===== src/rtl/boot_mode_pkg.sv =====
package boot_mode_pkg;

  // Divider count at which the serial input is taken: halfway through
  // the high phase, which occupies the lower half of the divider range.
  function automatic int unsigned sample_count(input int unsigned div_w);
    return (32'd1 << div_w) / 4;
  endfunction

  // Mode clock level for a given divider count: high in the lower half.
  function automatic logic sclk_level(input int unsigned count, input int unsigned div_w);
    return (count < ((32'd1 << div_w) / 2)) ? 1'b1 : 1'b0;
  endfunction

endpackage


===== src/rtl/bml_divider.sv =====
module bml_divider #(
  parameter int DIV_W = 8
) (
  input  logic clk,
  input  logic rst_n,
  input  logic run,
  output logic sclk,
  output logic tick
);
  localparam logic [DIV_W-1:0] SAMPLE_AT = DIV_W'(boot_mode_pkg::sample_count(DIV_W));

  logic [DIV_W-1:0] cnt_q;

  always_ff @(posedge clk or negedge rst_n) begin
    if (!rst_n)      cnt_q <= '0;
    else if (!run)   cnt_q <= '0;
    else             cnt_q <= cnt_q + 1'b1;
  end

  assign sclk = run & boot_mode_pkg::sclk_level(32'(cnt_q), DIV_W);
  assign tick = run & (cnt_q == SAMPLE_AT);
endmodule


===== src/rtl/bml_bit_counter.sv =====
module bml_bit_counter #(
  parameter int N_BITS = 256,
  parameter int IDX_W  = $clog2(N_BITS)
) (
  input  logic             clk,
  input  logic             rst_n,
  input  logic             clear,
  input  logic             step,
  output logic [IDX_W-1:0] idx,
  output logic             done
);
  localparam logic [IDX_W-1:0] LAST = IDX_W'(N_BITS - 1);

  always_ff @(posedge clk or negedge rst_n) begin
    if (!rst_n) begin
      idx  <= '0;
      done <= 1'b0;
    end else if (clear) begin
      idx  <= '0;
      done <= 1'b0;
    end else if (step) begin
      idx <= (idx == LAST) ? '0 : idx + 1'b1;
      if (idx == LAST) done <= 1'b1;
    end
  end
endmodule


===== src/rtl/bml_capture.sv =====
module bml_capture #(
  parameter int N_BITS = 256,
  parameter int IDX_W  = $clog2(N_BITS)
) (
  input  logic              clk,
  input  logic              rst_n,
  input  logic              clear,
  input  logic              we,
  input  logic [IDX_W-1:0]  idx,
  input  logic              sdi,
  output logic [N_BITS-1:0] q
);
  always_ff @(posedge clk or negedge rst_n) begin
    if (!rst_n)      q <= '0;
    else if (clear)  q <= '0;
    else if (we)     q[idx] <= sdi;
  end
endmodule


===== src/rtl/boot_mode_loader.sv =====
module boot_mode_loader #(
  parameter int N_BITS = 256,
  parameter int DIV_W  = 8
) (
  input  logic              clk,
  input  logic              rst_n,
  input  logic              pwr_good,
  input  logic              mode_sdi,
  output logic              mode_sclk,
  output logic [N_BITS-1:0] mode_bits,
  output logic              load_done,
  output logic              core_rst_n
);
  localparam int IDX_W = $clog2(N_BITS);

  logic             active;
  logic             sample_tick;
  logic             capture_en;
  logic             idle_clear;
  logic [IDX_W-1:0] bit_idx;

  always_ff @(posedge clk or negedge rst_n) begin
    if (!rst_n) active <= 1'b0;
    else        active <= pwr_good;
  end

  assign idle_clear = ~pwr_good;
  assign capture_en = sample_tick & ~load_done;

  bml_divider #(.DIV_W(DIV_W)) u_div (
    .clk  (clk),
    .rst_n(rst_n),
    .run  (active),
    .sclk (mode_sclk),
    .tick (sample_tick)
  );

  bml_bit_counter #(.N_BITS(N_BITS), .IDX_W(IDX_W)) u_cnt (
    .clk  (clk),
    .rst_n(rst_n),
    .clear(idle_clear),
    .step (capture_en),
    .idx  (bit_idx),
    .done (load_done)
  );

  bml_capture #(.N_BITS(N_BITS), .IDX_W(IDX_W)) u_cap (
    .clk  (clk),
    .rst_n(rst_n),
    .clear(idle_clear),
    .we   (capture_en),
    .idx  (bit_idx),
    .sdi  (mode_sdi),
    .q    (mode_bits)
  );

  assign core_rst_n = load_done;
endmodule


===== config.mk =====
export PLATFORM = sky130hd
export DESIGN_NAME = boot_mode_loader
export DESIGN_NICKNAME = d
export VERILOG_FILES = /design/src/rtl/boot_mode_pkg.sv /design/src/rtl/bml_divider.sv /design/src/rtl/bml_bit_counter.sv /design/src/rtl/bml_capture.sv /design/src/rtl/boot_mode_loader.sv
export SDC_FILE = /design/constraint.sdc
export NUM_CORES = 1
export LEC_CHECK = 0
export ABC_CLOCK_PERIOD_IN_PS = 4500
export BUFFER_PORTS_ARGS = -buffer_cell sky130_fd_sc_hd__buf_2
export CORE_MARGIN = 2
export CORE_UTILIZATION = 59
export CTS_CLUSTER_SIZE = 12
export DETAILED_ROUTE_END_ITERATION = 8
export PLACE_DENSITY = 0.86
export REMOVE_ABC_BUFFERS = 1
export SYNTH_ARGS = -nofsm -noshare
export SYNTH_HDL_FRONTEND = slang
export SYNTH_SLANG_ARGS = --single-unit

===== constraint.sdc =====
create_clock -name clk -period 4.5 [get_ports clk]
set_input_delay 0.45 -clock clk [delete_from_list [all_inputs] [get_ports clk]]
set_output_delay 0.45 -clock clk [all_outputs]
set_load 0.01 [all_outputs]

==> results.md, run 1 <==
* Critical Path Max Stage Delay at 0.97 ns
* DR DRC count at 0
* Switching power at 0.00106 W
* PwrDens at 333 nW/um^2
* Status: finished clean
* Multi-input gate area at 4660 um^2
* Min-Delay Path Class: in2async
* Post-route ant nets at 0
* Synth top area share at 56.3%
* Largest net degree at the start of global routing at 146
* Clk slew on worst S/H paths at 0.06 ns
* Clock Skew at 0.0175 ns
* GRT met1 Usage at 44.1%
* # nets final at 1249
* Peak supply drop at 0.279 mV
* Clock Sinks at 274
* Clock buffer depth at 3
* Slew @ Worst Pin at 1.27 ns
* Initial drt markers at 949
* Worst-case reg-to-reg path depth at 5
* Post-layout minimum cycle time at 2.93 ns
* Post-synthesis async set-or-reset flop share at 100%
* Register Area at 6860 um^2
* Area of the core at 20200 um^2
* Crit path cell chain: nor3b_2, nand4_1, buf_4, o211ai_1, o31ai_1
* Post-Synthesis Cells at 1081
* Hold-fix buffers, CTS at 0
* Io pins at 263
* ANT cells at 0
* Slew HR at 15.3%
* DIE WIDTH at 148 um
* Routability cong. at 0.866
* Area leader, netlist: dfrtp_1
* Clk_lat worst skew at 0.54 ns
* Die Area at 21800 um^2
* First-pass GRT wire length at 53.5 mm
* Fin. Hold Viols at 0
* PortBufs at 262
* MaxCap Viol Count at 0
* # resized after CTS at 0
* F_max at 342 MHz
* Power Total at 0.00479 W
* Wire per inst at 22.2 um
* Syn Area/Cell at 11.3 um^2
* Final setup violation count at 0
* CP required at 4.87 ns
* Vias at 10100
* CTS Root Cell: clkbuf_16
* Synth area leaders: dfrtp_1 56%, o31ai_1 16%, o211ai_1 16%
* Clock power frac at 45.2%
* Layout fillers at 1444
* Crit. path cell count at 5
* Yosys Warn Count at 0
* Sequential share of power at 51.6%
* WS Path Type: reg2reg
* Synthesized flop and latch total at 274
* Setup crit start kind: register
* M3 GR Usage at 4.44%
* Cell Int Power at 0.00373 W
* Final Cell Area at 14400 um^2
* WP buf/inv at 1
* Slowest cell on the critical path: nor3b_2
* Sw Ratio at 22.2%
* Post-synthesis sequential area ratio at 56.3%
* Vias in the first global route at 9438
* Drt pass-1 iters at 6
* Setup TNS at 0 ns
* Layout cells sized above 1 at 27.0%
* Die Height at 148 um
* Row cnt at 52
* Yosys cell types at 34
* Gr busiest metal: met2
* M2 GR Usage at 48.5%
* Placed cell areas at 13500 um^2
* Initial Utilization at 60.2%
* TritonCTS clock tree: yes
* Most common cell in the netlist: dfrtp_1
* Crit path DAT at 3.30 ns
* Combinational share of power at 3.2%
* Post-synth EDFFs at 0
* H-tree Lvls at 1
* Fin. max-slew vios at 0
* Post-CTS Setup Bufs at 0
* CTS buffer count at 28
* Top delay family on crit path: simple AND/OR/NAND/NOR gates
* Routed Wire Length at 33.8 mm
* Largest fanout on the critical path at 24
* Routed vias/inst at 6.65
* Antenna violations before repair at 0
* Unrepaired setup endpoints after global routing: false
* GRT Util Overall at 30.6%
* HPWL after detailed placement at 20.4 mm
* Leakage power at 6.71 nW
* Ys flop type: dfrtp_1
* Fin crit share at 65.0%
* Layout area overhead at 17.9%
* GRT Residual Overflow at 0
* Post-Syn Area at 12200 um^2
* Critical path capture point type: register
* Commonest cells post-synth: 274 x dfrtp_1, 256 x o31ai_1, 255 x o211ai_1
-- flip-flops by register name, summed over array words and instances (netlist names) --
register     flops
active           1
u_cap.q        256
u_cnt.done       1
u_cnt.idx        8
u_div.cnt_q      8
-- cell usage in the layout, fill, tap and decap left out, types with 6 or more instances in the layout --
cell       netlist  routed
clkbuf_1       155       7
a21oi_1          7       7
o211ai_1       255     255
clkbuf_16        0      29
and2_1           8       8
o31ai_1        256     256
nand2_1         22      21
nand4_1         18      18
nor4bb_1         6       6
dfrtp_1        274     274
buf_4            2      30
clkbuf_8         0       6
nand3_1         11      11
buf_2           12     260
ha_1             6       6
-- through the flow --
stage          setup slack (ns)  hold WS [ns]  std cells  util [%]
2_1_floorplan            -0.458         0.154        912         -
3_3_place_gp               1.78         0.464       1479      66.9
3_5_place_dp               1.63         0.470       1479      66.9
4_1_cts                    1.63         0.114       1523      71.0
5_1_grt                    1.29         0.155       1523      71.0
6_report                   1.57        0.0746       1523      71.0
-- final timing paths --
check | from | end | slack (ns)
setup / recovery | u_div.cnt_q[2] | u_cap.q[145] | 1.57
hold / removal | rst_n | u_cap.q[106] | 0.07
setup reg to reg | u_div.cnt_q[2] | u_cap.q[145] | 1.57
hold reg to reg | u_div.cnt_q[0] | u_div.cnt_q[0] | 0.49
max in group asynchronous | rst_n | u_cap.q[62] | 3.45
min in group clk | pwr_good | active | 0.39
-- area by class of cell --
type | count | share of cell area (%)
Multi-Input combinational cell | 633 | 32.5
Clock inverter | 3 | 0.105
Timing Repair Buffer | 297 | 11.5
Inverter | 5 | 0.131
Clock buffer | 41 | 5.71
Tap cell | 270 | 2.35
Sequential cell | 274 | 47.7
-- cells by family after synthesis --
| kind of cell | synth area share, % |
|---|---|
| DFF | 56.3 |
| AOI/OAI and AO/OA | 32.1 |
| adders and majority gates | 0.616 |
| and+or+nand+nor | 4.91 |
| buffers and inverters | 5.55 |
| xor gates and xnor gates | 0.503 |
| muxes | 0.0822 |
-- worst register-to-register path: cells and delay by family, from the launching register on --
family	cells	cell delay [ns]
AOI/OAI and AO/OA	2	0.32
buffers and inverters	1	0.43
DFF	1	0.42
and+or+nand+nor	2	1.60
-- power groups by stage --
stage                     sequential (W)  clock (W)  combinational, W
after global placement           0.00251          0          0.000155
after detailed placement         0.00251          0          0.000155
after global routing             0.00247    0.00230          0.000172
final                            0.00247    0.00217          0.000154
after floorplan                  0.00251          0         0.0000361
after CTS                        0.00247    0.00220          0.000156
-- routing by layer --
metal | routed length, um | share of wire, %
met5 | 0 | 0
met4 | 1010 | 3.0
met3 | 2190 | 6.5
met2 | 16200 | 48
met1 | 14400 | 43
(Power assumes the default switching activity.)
==> inputs of run 2 (changes only) <==
--- a/config.mk
+++ b/config.mk
@@ -5,13 +5,13 @@
 export SDC_FILE = /design/constraint.sdc
 export NUM_CORES = 1
 export LEC_CHECK = 0
-export ABC_CLOCK_PERIOD_IN_PS = 4500
+export ABC_CLOCK_PERIOD_IN_PS = 2720
 export BUFFER_PORTS_ARGS = -buffer_cell sky130_fd_sc_hd__buf_2
 export CORE_MARGIN = 2
-export CORE_UTILIZATION = 59
+export CORE_UTILIZATION = 55
 export CTS_CLUSTER_SIZE = 12
 export DETAILED_ROUTE_END_ITERATION = 8
-export PLACE_DENSITY = 0.86
+export PLACE_DENSITY = 0.81
 export REMOVE_ABC_BUFFERS = 1
 export SYNTH_ARGS = -nofsm -noshare
 export SYNTH_HDL_FRONTEND = slang
==> constraint.sdc (replaced) <==
create_clock -name clk -period 2.72 [get_ports clk]
set_input_delay 0.272 -clock clk [delete_from_list [all_inputs] [get_ports clk]]
set_output_delay 0.272 -clock clk [all_outputs]
set_load 0.01 [all_outputs]
==> run 2 against run 1 <==
Die area is 7.1% higher; sequential power is 66% higher; clock power is 67% higher; non-clock buffer count is 17 higher; setup slack worse by 0.99 ns; first-iteration DRC count is 2.3% lower; global-route usage is 2.3 points lower; combinational power is 80% higher; cell count is 1.8% higher; register-to-register slack worse by 0.94 ns; clock-buffer cell count is 3 higher; critical path type is now reg2out.
==> results.md, run 2 (synthesized netlist as in run 1, its figures left out) <==
* Worst-case reg-to-reg path depth at 4 (-1)
* Routed Wire Length at 33.8 mm (+0.22%)
* HPWL after detailed placement at 20.6 mm (+0.97%)
* Row cnt at 54 (+3.8%)
* Sw Ratio at 22.2% (about the same)
* Setup TNS at 0 ns (unchanged)
* PwrDens at 548 nW/um^2 (+65%)
* F_max at 469 MHz
* Area of the core at 21800 um^2 (+7.5%)
* GRT Residual Overflow at 0 (unchanged)
* # nets final at 1266 (+1.4%)
* CTS buffer count at 28 (unchanged)
* Initial Utilization at 56.0% (-4.2 points)
* Fin. max-slew vios at 0 (unchanged)
* Final hold slack at 0.233 ns (+0.159 ns)
* Unrepaired setup endpoints after global routing: false
* Clock Sinks at 274 (unchanged)
* Post-layout minimum cycle time at 2.13 ns
* Layout fillers at 1669 (+16%)
* Post-route ant nets at 0 (unchanged)
* ANT cells at 0 (unchanged)
* Slew HR at 53.7% (+38 points)
* Routability cong. at 0.818 (-5.6%)
* # resized after CTS at 0 (unchanged)
* Setup crit start kind: register
* Leakage power at 6.81 nW (+1.4%)
* Slew @ Worst Pin at 0.695 ns (-0.573 ns)
* Peak supply drop at 0.393 mV (+41%)
* Sequential share of power at 51.1% (-0.5 points)
* CP required at 2.45 ns (-2.42 ns)
* Status: finished clean
* Critical path capture point type: primary output
* Most frequent cells in the layout: 274 x dfrtp_1, 260 x buf_2, 256 x o31ai_1, 255 x o211ai_1, 42 x buf_4
* Routed vias/inst at 6.56 (-1.4%)
* Initial drt markers at 927 (-2.3%)
* Drt pass-1 iters at 5 (-1)
* Die Height at 153 um (+3.5%)
* Top Registers: u_cap.q: 256 flops, u_cnt.idx: 8 flops, u_div.cnt_q: 8 flops
* Combinational share of power at 3.5% (+0.3 points)
* Wire per inst at 21.8 um (-1.6%)
* Hold-fix buffers, CTS at 1 (+1)
* Fin crit share at 78.5%
* Min-Delay Path Class: in2reg
* Post-CTS Setup Bufs at 0 (unchanged)
* Fin. Hold Viols at 0 (unchanged)
* Clock power frac at 45.4% (+0.2 points)
* Layout cells sized above 1 at 27.8% (+0.80 points)
* Clock Skew at 0.0105 ns (-0.00701 ns)
* First-pass GRT wire length at 53.8 mm (+0.64%)
* Commonest non-fill, non-tap cell in the layout: dfrtp_1
* TritonCTS clock tree: yes
* PortBufs at 262 (unchanged)
* Clk slew on worst S/H paths at 0.06 ns (about the same)
* Power Total at 0.00799 W (+67%)
* Antenna violations before repair at 0 (unchanged)
* Switching power at 0.00177 W (+67%)
* Clock buffer depth at 3 (unchanged)
* Vias in the first global route at 9587 (+1.6%)
* Crit path DAT at 1.86 ns (-1.44 ns)
* Largest net degree at the start of global routing at 124 (-15%)
* Io pins at 263 (unchanged)
* Layout area overhead at 19.6%
* Clk_lat worst skew at 0.54 ns (about the same)
* CTS Root Cell: clkbuf_16
* WS Path Type: reg2out
* Placed cell areas at 13700 um^2 (+1.4%)
* DR DRC count at 0 (unchanged)
* Final Cell Area at 14600 um^2 (+1.4%)
* Largest fanout on the critical path at 21 (-13%)
* Final setup violation count at 0 (unchanged)
* GRT Util Overall at 28.3% (-2.3 points)
* Most flop-heavy register: u_cap.q
* DIE WIDTH at 153 um (+3.5%)
* Vias at 10200 (+0.39%)
* Cells on Worst Hold Path at 3
* Max FFs per register at 256 (unchanged)
* Cell Int Power at 0.00622 W (+67%)
* H-tree Lvls at 1 (unchanged)
* MaxCap Viol Count at 0 (unchanged)
* Die Area at 23400 um^2 (+7.1%)
run 2: cell count changes in the layout (fill, tap and decap cells not counted), sizes merged:
cell         previous run  this run
buf                   296       312
clkbuf                 42        45
clkinv                  3         0
clkinvlp                0         1
dlygate4sd3             0         1
run 2: cell type report:
cell class | count | area [um^2] | area share [%]
multi-input cells | 633 | 4660 | 32.0
flip-flops and latches | 274 | 6860 | 47.1
well taps | 280 | 350 | 2.40
inverters | 5 | 18.8 | 0.129
repair buffers | 314 | 1840 | 12.6
clock buffers | 44 | 842 | 5.78
clock inverters | 1 | 7.51 | 0.0515
run 2: worst max-delay path, stage by stage, from the launching register on:
cell and delay [ns]:
dfrtp_1 0.45, and2b_1 0.61, buf_2 0.27
run 2: power by group through the flow:
stage	Clock, W	Combinational [W]	Sequential [W]
after floorplan	0	0.0000597	0.00416
after global placement	0	0.000277	0.00416
after detailed placement	0	0.000280	0.00416
after CTS	0.00369	0.000281	0.00409
after global routing	0.00384	0.000308	0.00408
final	0.00363	0.000277	0.00409
run 2: final timing paths:
kind	start	to	slack [ns]
max in group asynchronous	rst_n	u_cap.q[147]	1.57
min in group asynchronous	rst_n	u_cap.q[170]	0.34
max reg2reg	active	u_cnt.idx[6]	0.63
max	active	mode_sclk	0.59
min reg2reg	u_div.cnt_q[0]	u_div.cnt_q[0]	0.48
min	pwr_good	u_cap.q[106]	0.23
run 2: per-stage QoR:
step           setup WS [ns]  std cells  util (%)
2_1_floorplan          -2.06        912         -
3_3_place_gp           0.761       1505      63.0
3_5_place_dp           0.659       1505      63.0
4_1_cts                0.561       1551      67.0
5_1_grt                0.429       1551      67.0
6_report               0.586       1551      67.0
run 2: routing by layer:
| layer | track usage, % | wire length [um] | vias up |
|---|---|---|---|
| li1 | - | - | 4662 |
| met1 | 40.0 | 14500 | 5015 |
| met2 | 45.3 | 16000 | 411 |
| met3 | 4.03 | 2080 | 86 |
| met4 | 9.96 | 1290 | 0 |
| met5 | 0 | 0 | - |
==> inputs of run 3 (changes only) <==
--- a/config.mk
+++ b/config.mk
@@ -5,10 +5,11 @@
 export SDC_FILE = /design/constraint.sdc
 export NUM_CORES = 1
 export LEC_CHECK = 0
-export ABC_CLOCK_PERIOD_IN_PS = 2720
+export ABC_AREA = 1
+export ABC_CLOCK_PERIOD_IN_PS = 2060
 export BUFFER_PORTS_ARGS = -buffer_cell sky130_fd_sc_hd__buf_2
 export CORE_MARGIN = 2
-export CORE_UTILIZATION = 55
+export CORE_UTILIZATION = 57
 export CTS_CLUSTER_SIZE = 12
 export DETAILED_ROUTE_END_ITERATION = 8
 export PLACE_DENSITY = 0.81
==> constraint.sdc (replaced) <==
create_clock -name clk -period 2.06 [get_ports clk]
set_input_delay 0.206 -clock clk [delete_from_list [all_inputs] [get_ports clk]]
set_output_delay 0.206 -clock clk [all_outputs]
set_load 0.01 [all_outputs]
==> run 3 against run 2 <==
Cell area rose by 24%; wire length rose by 30%; non-clock buffer count rose by 15; die area rose by 21%; register-to-register slack got worse by 0.47 ns; via count rose by 51%; cell count rose by 90%; clock power rose by 46%; utilization rose by 0.71 points; area after synthesis rose by 26%.
==> results.md, run 3 <==
* DIE WIDTH at 168 um (+9.9%)
* Row cnt at 60 (+11%)
* Fin. max-slew vios at 0 (unchanged)
* Peak supply drop at 0.578 mV (+47%)
* Clk_lat worst skew at 0.56 ns (+0.02 ns)
* H-tree Lvls at 1 (unchanged)
* Synthesized flop and latch total at 274 (unchanged)
* DR DRC count at 0 (unchanged)
* Post-Layout Cell Count at 2944 (+90%)
* Area leader, netlist: dfrtp_1
* Antenna violations before repair at 0 (unchanged)
* Most common cell in the netlist: nand2_1
* HPWL after detailed placement at 27.6 mm (+34%)
* Post-synth EDFFs at 0 (unchanged)
* Min-Delay Path Class: in2async
* Synth top area share at 44.7% (-12 points)
* Area of the core at 26700 um^2 (+22%)
* Worst slack, placed at 0.207 ns (-0.452 ns)
* PortBufs at 262 (unchanged)
* Layout area overhead at 17.6%
* M3 GR Usage at 5.52% (+1.5 points)
* Layout cells sized above 1 at 14.3% (-14 points)
* CTS buffer count at 30 (+7.1%)
* Commonest cells post-synth: 1084 x nand2_1, 287 x nor2_1, 279 x inv_1
* Placed cell areas at 17100 um^2 (+24%)
* Commonest non-fill, non-tap cell in the layout: nand2_1
* GRT Residual Overflow at 0 (unchanged)
* Critical path capture point type: register
* Largest net degree at the start of global routing at 116 (-6.5%)
* GRT met1 Usage at 40.9% (+0.88 points)
* First-pass GRT wire length at 70.2 mm (+30%)
* Clk slew on worst S/H paths at 0.06 ns (about the same)
* Routed vias/inst at 5.22 (-20%)
* Fin crit share at 92.0%
* Fin util at 67.7% (+0.71 points)
* Wire per inst at 14.9 um (-32%)
* Post-Syn Area at 15300 um^2 (+26%)
* Worst Slack Setup Final at 0.165 ns (-0.421 ns)
* Multi-input gate area at 6710 um^2 (+44%)
* Slew @ Worst Pin at 0.747 ns (+0.0525 ns)
* ANT cells at 0 (unchanged)
* F_max at 528 MHz
* Post-Synthesis Cells at 2372 (+120%)
* GRT Util Overall at 30.5% (+2.2 points)
* Initial Utilization at 57.5% (+1.6 points)
* Placed insts at 2890 (+92%)
* Io pins at 263 (unchanged)
* Leakage power at 11.5 nW (+68%)
* Synth area leaders: dfrtp_1 45%, nand2_1 27%, nand3_1 8.9%
* Critical Path Max Stage Delay at 0.41 ns (-0.20 ns)
* Status: finished clean
* Crit path cell chain: inv_1, ha_1, nand2_1, inv_1, nand3_1, nor2_4, buf_4, buf_12, nand3_1, nand2_1, inv_1
* MaxCap Viol Count at 0 (unchanged)
* Post-synthesis sequential area ratio at 44.7% (-12 points)
* Syn Area/Cell at 6.47 um^2 (-43%)
* Die Height at 168 um (+9.9%)
* Largest fanout on the critical path at 52 (+150%)
* Slew HR at 50.1% (-3.6 points)
* Crit path DAT at 2.34 ns (+0.48 ns)
* Most frequent cells in the layout: 1083 x nand2_1, 287 x nor2_1, 279 x inv_1, 274 x nand3_1, 274 x dfrtp_1
* Yosys cell types at 18 (-47%)
* WS Path Type: reg2reg
* Worst path most repeated cell: inv_1
* Final Cell Area at 18000 um^2 (+24%)
* Layout fillers at 2305 (+38%)
* Top Registers: u_cap.q: 256 flops, u_cnt.idx: 8 flops, u_div.cnt_q: 8 flops
* Clock Skew at 0.0120 ns (+0.00153 ns)
* M2 GR Usage at 49.8% (+4.5 points)
* CTS Root Cell: clkbuf_16
* Post-layout minimum cycle time at 1.90 ns
* Slowest cell on the critical path: dfrtp_1
* Setup crit start kind: register
* WP buf/inv at 5 (+4)
* Yosys Warn Count at 0 (unchanged)
* Clock Sinks at 274 (unchanged)
* Drt pass-1 iters at 7 (+2)
* Fin. Hold Viols at 0 (unchanged)
* Final setup violation count at 0 (unchanged)
* Post-CTS Setup Bufs at 0 (unchanged)
* PwrDens at 613 nW/um^2 (+12%)
* Top delay family on crit path: buffers and inverters
* Most flop-heavy register: u_cap.q
* Gr busiest metal: met2
* Routability cong. at 0.867 (+6.0%)
* CP required at 2.50 ns (+0.05 ns)
* Initial drt markers at 1616 (+74%)
* Clock buffer depth at 3 (unchanged)
* # nets final at 2593 (+100%)
* Max FFs per register at 256 (unchanged)
* Vias at 15400 (+51%)
* Unrepaired setup endpoints after global routing: false
* Post-synthesis async set-or-reset flop share at 100% (unchanged)
* TritonCTS clock tree: yes
* Ys flop type: dfrtp_1
* Vias in the first global route at 14000 (+46%)
* Die Area at 28200 um^2 (+21%)
* Post-route ant nets at 0 (unchanged)
* Register Area at 6860 um^2 (unchanged)
* Routed Wire Length at 43.9 mm (+30%)
-- run 3: worst paths after layout --
check	startpoint	endpoint	slack, ns	cells after the start
min in group clk	pwr_good	u_cap.q[159]	0.27	5
setup / recovery	u_div.cnt_q[0]	u_cap.q[108]	0.16	11
setup reg to reg	u_div.cnt_q[0]	u_cap.q[108]	0.16	11
hold reg to reg	u_cap.q[255]	u_cap.q[255]	0.49	2
max in group asynchronous	rst_n	u_cap.q[67]	1.19	3
hold / removal	rst_n	u_cap.q[1]	0.15	2
-- run 3: area by class of cell --
type,count,share of cell area [%]
Sequential cell,274,38.0
Clock buffer,49,5.12
Inverter,279,5.81
Multi-Input combinational cell,1669,37.2
Tap cell,341,2.37
Clock inverter,3,0.222
Timing Repair Buffer,329,11.3
-- run 3: what timing repair did --
| action | CTS | global route |
|---|---|---|
| gates resized for setup | 0 | 0 |
| hold endpoints to repair | 248 | 0 |
| hold buffers | 2 | 0 |
-- run 3: per-stage QoR --
stage          hold slack, ns  setup TNS, ns  total power, W
6_report                0.145              0          0.0111
5_1_grt                 0.174              0          0.0114
4_1_cts                 0.140              0          0.0111
3_5_place_dp            0.127              0         0.00586
3_3_place_gp            0.126              0         0.00586
2_1_floorplan         -0.0896       -2221.98         0.00558
-- run 3: cell families (layout without fill, tap and decap cells) --
logic type	Yosys count	count (layout)	synth area share [%]
xor gates and xnor gates	2	2	0.114
AOI/OAI and AO/OA	11	11	0.359
DFF	274	274	44.7
adders and majority gates	6	6	0.490
and+or+nand+nor	1650	1650	42.7
buffers and inverters	429	660	11.6
-- run 3: power by group --
group	internal [W]	switching [W]
clock	0.00314	0.00216
combinational	0.0000669	0.000299
sequential	0.00539	0.00000660
total	0.00860	0.00247
-- run 3: per-layer routing --
metal  up-vias  wire length (um)
met2       629             20500
met4         0              1580
met5         -                 0
met1      7124             18300
met3       103              3520
li1       7497                 -
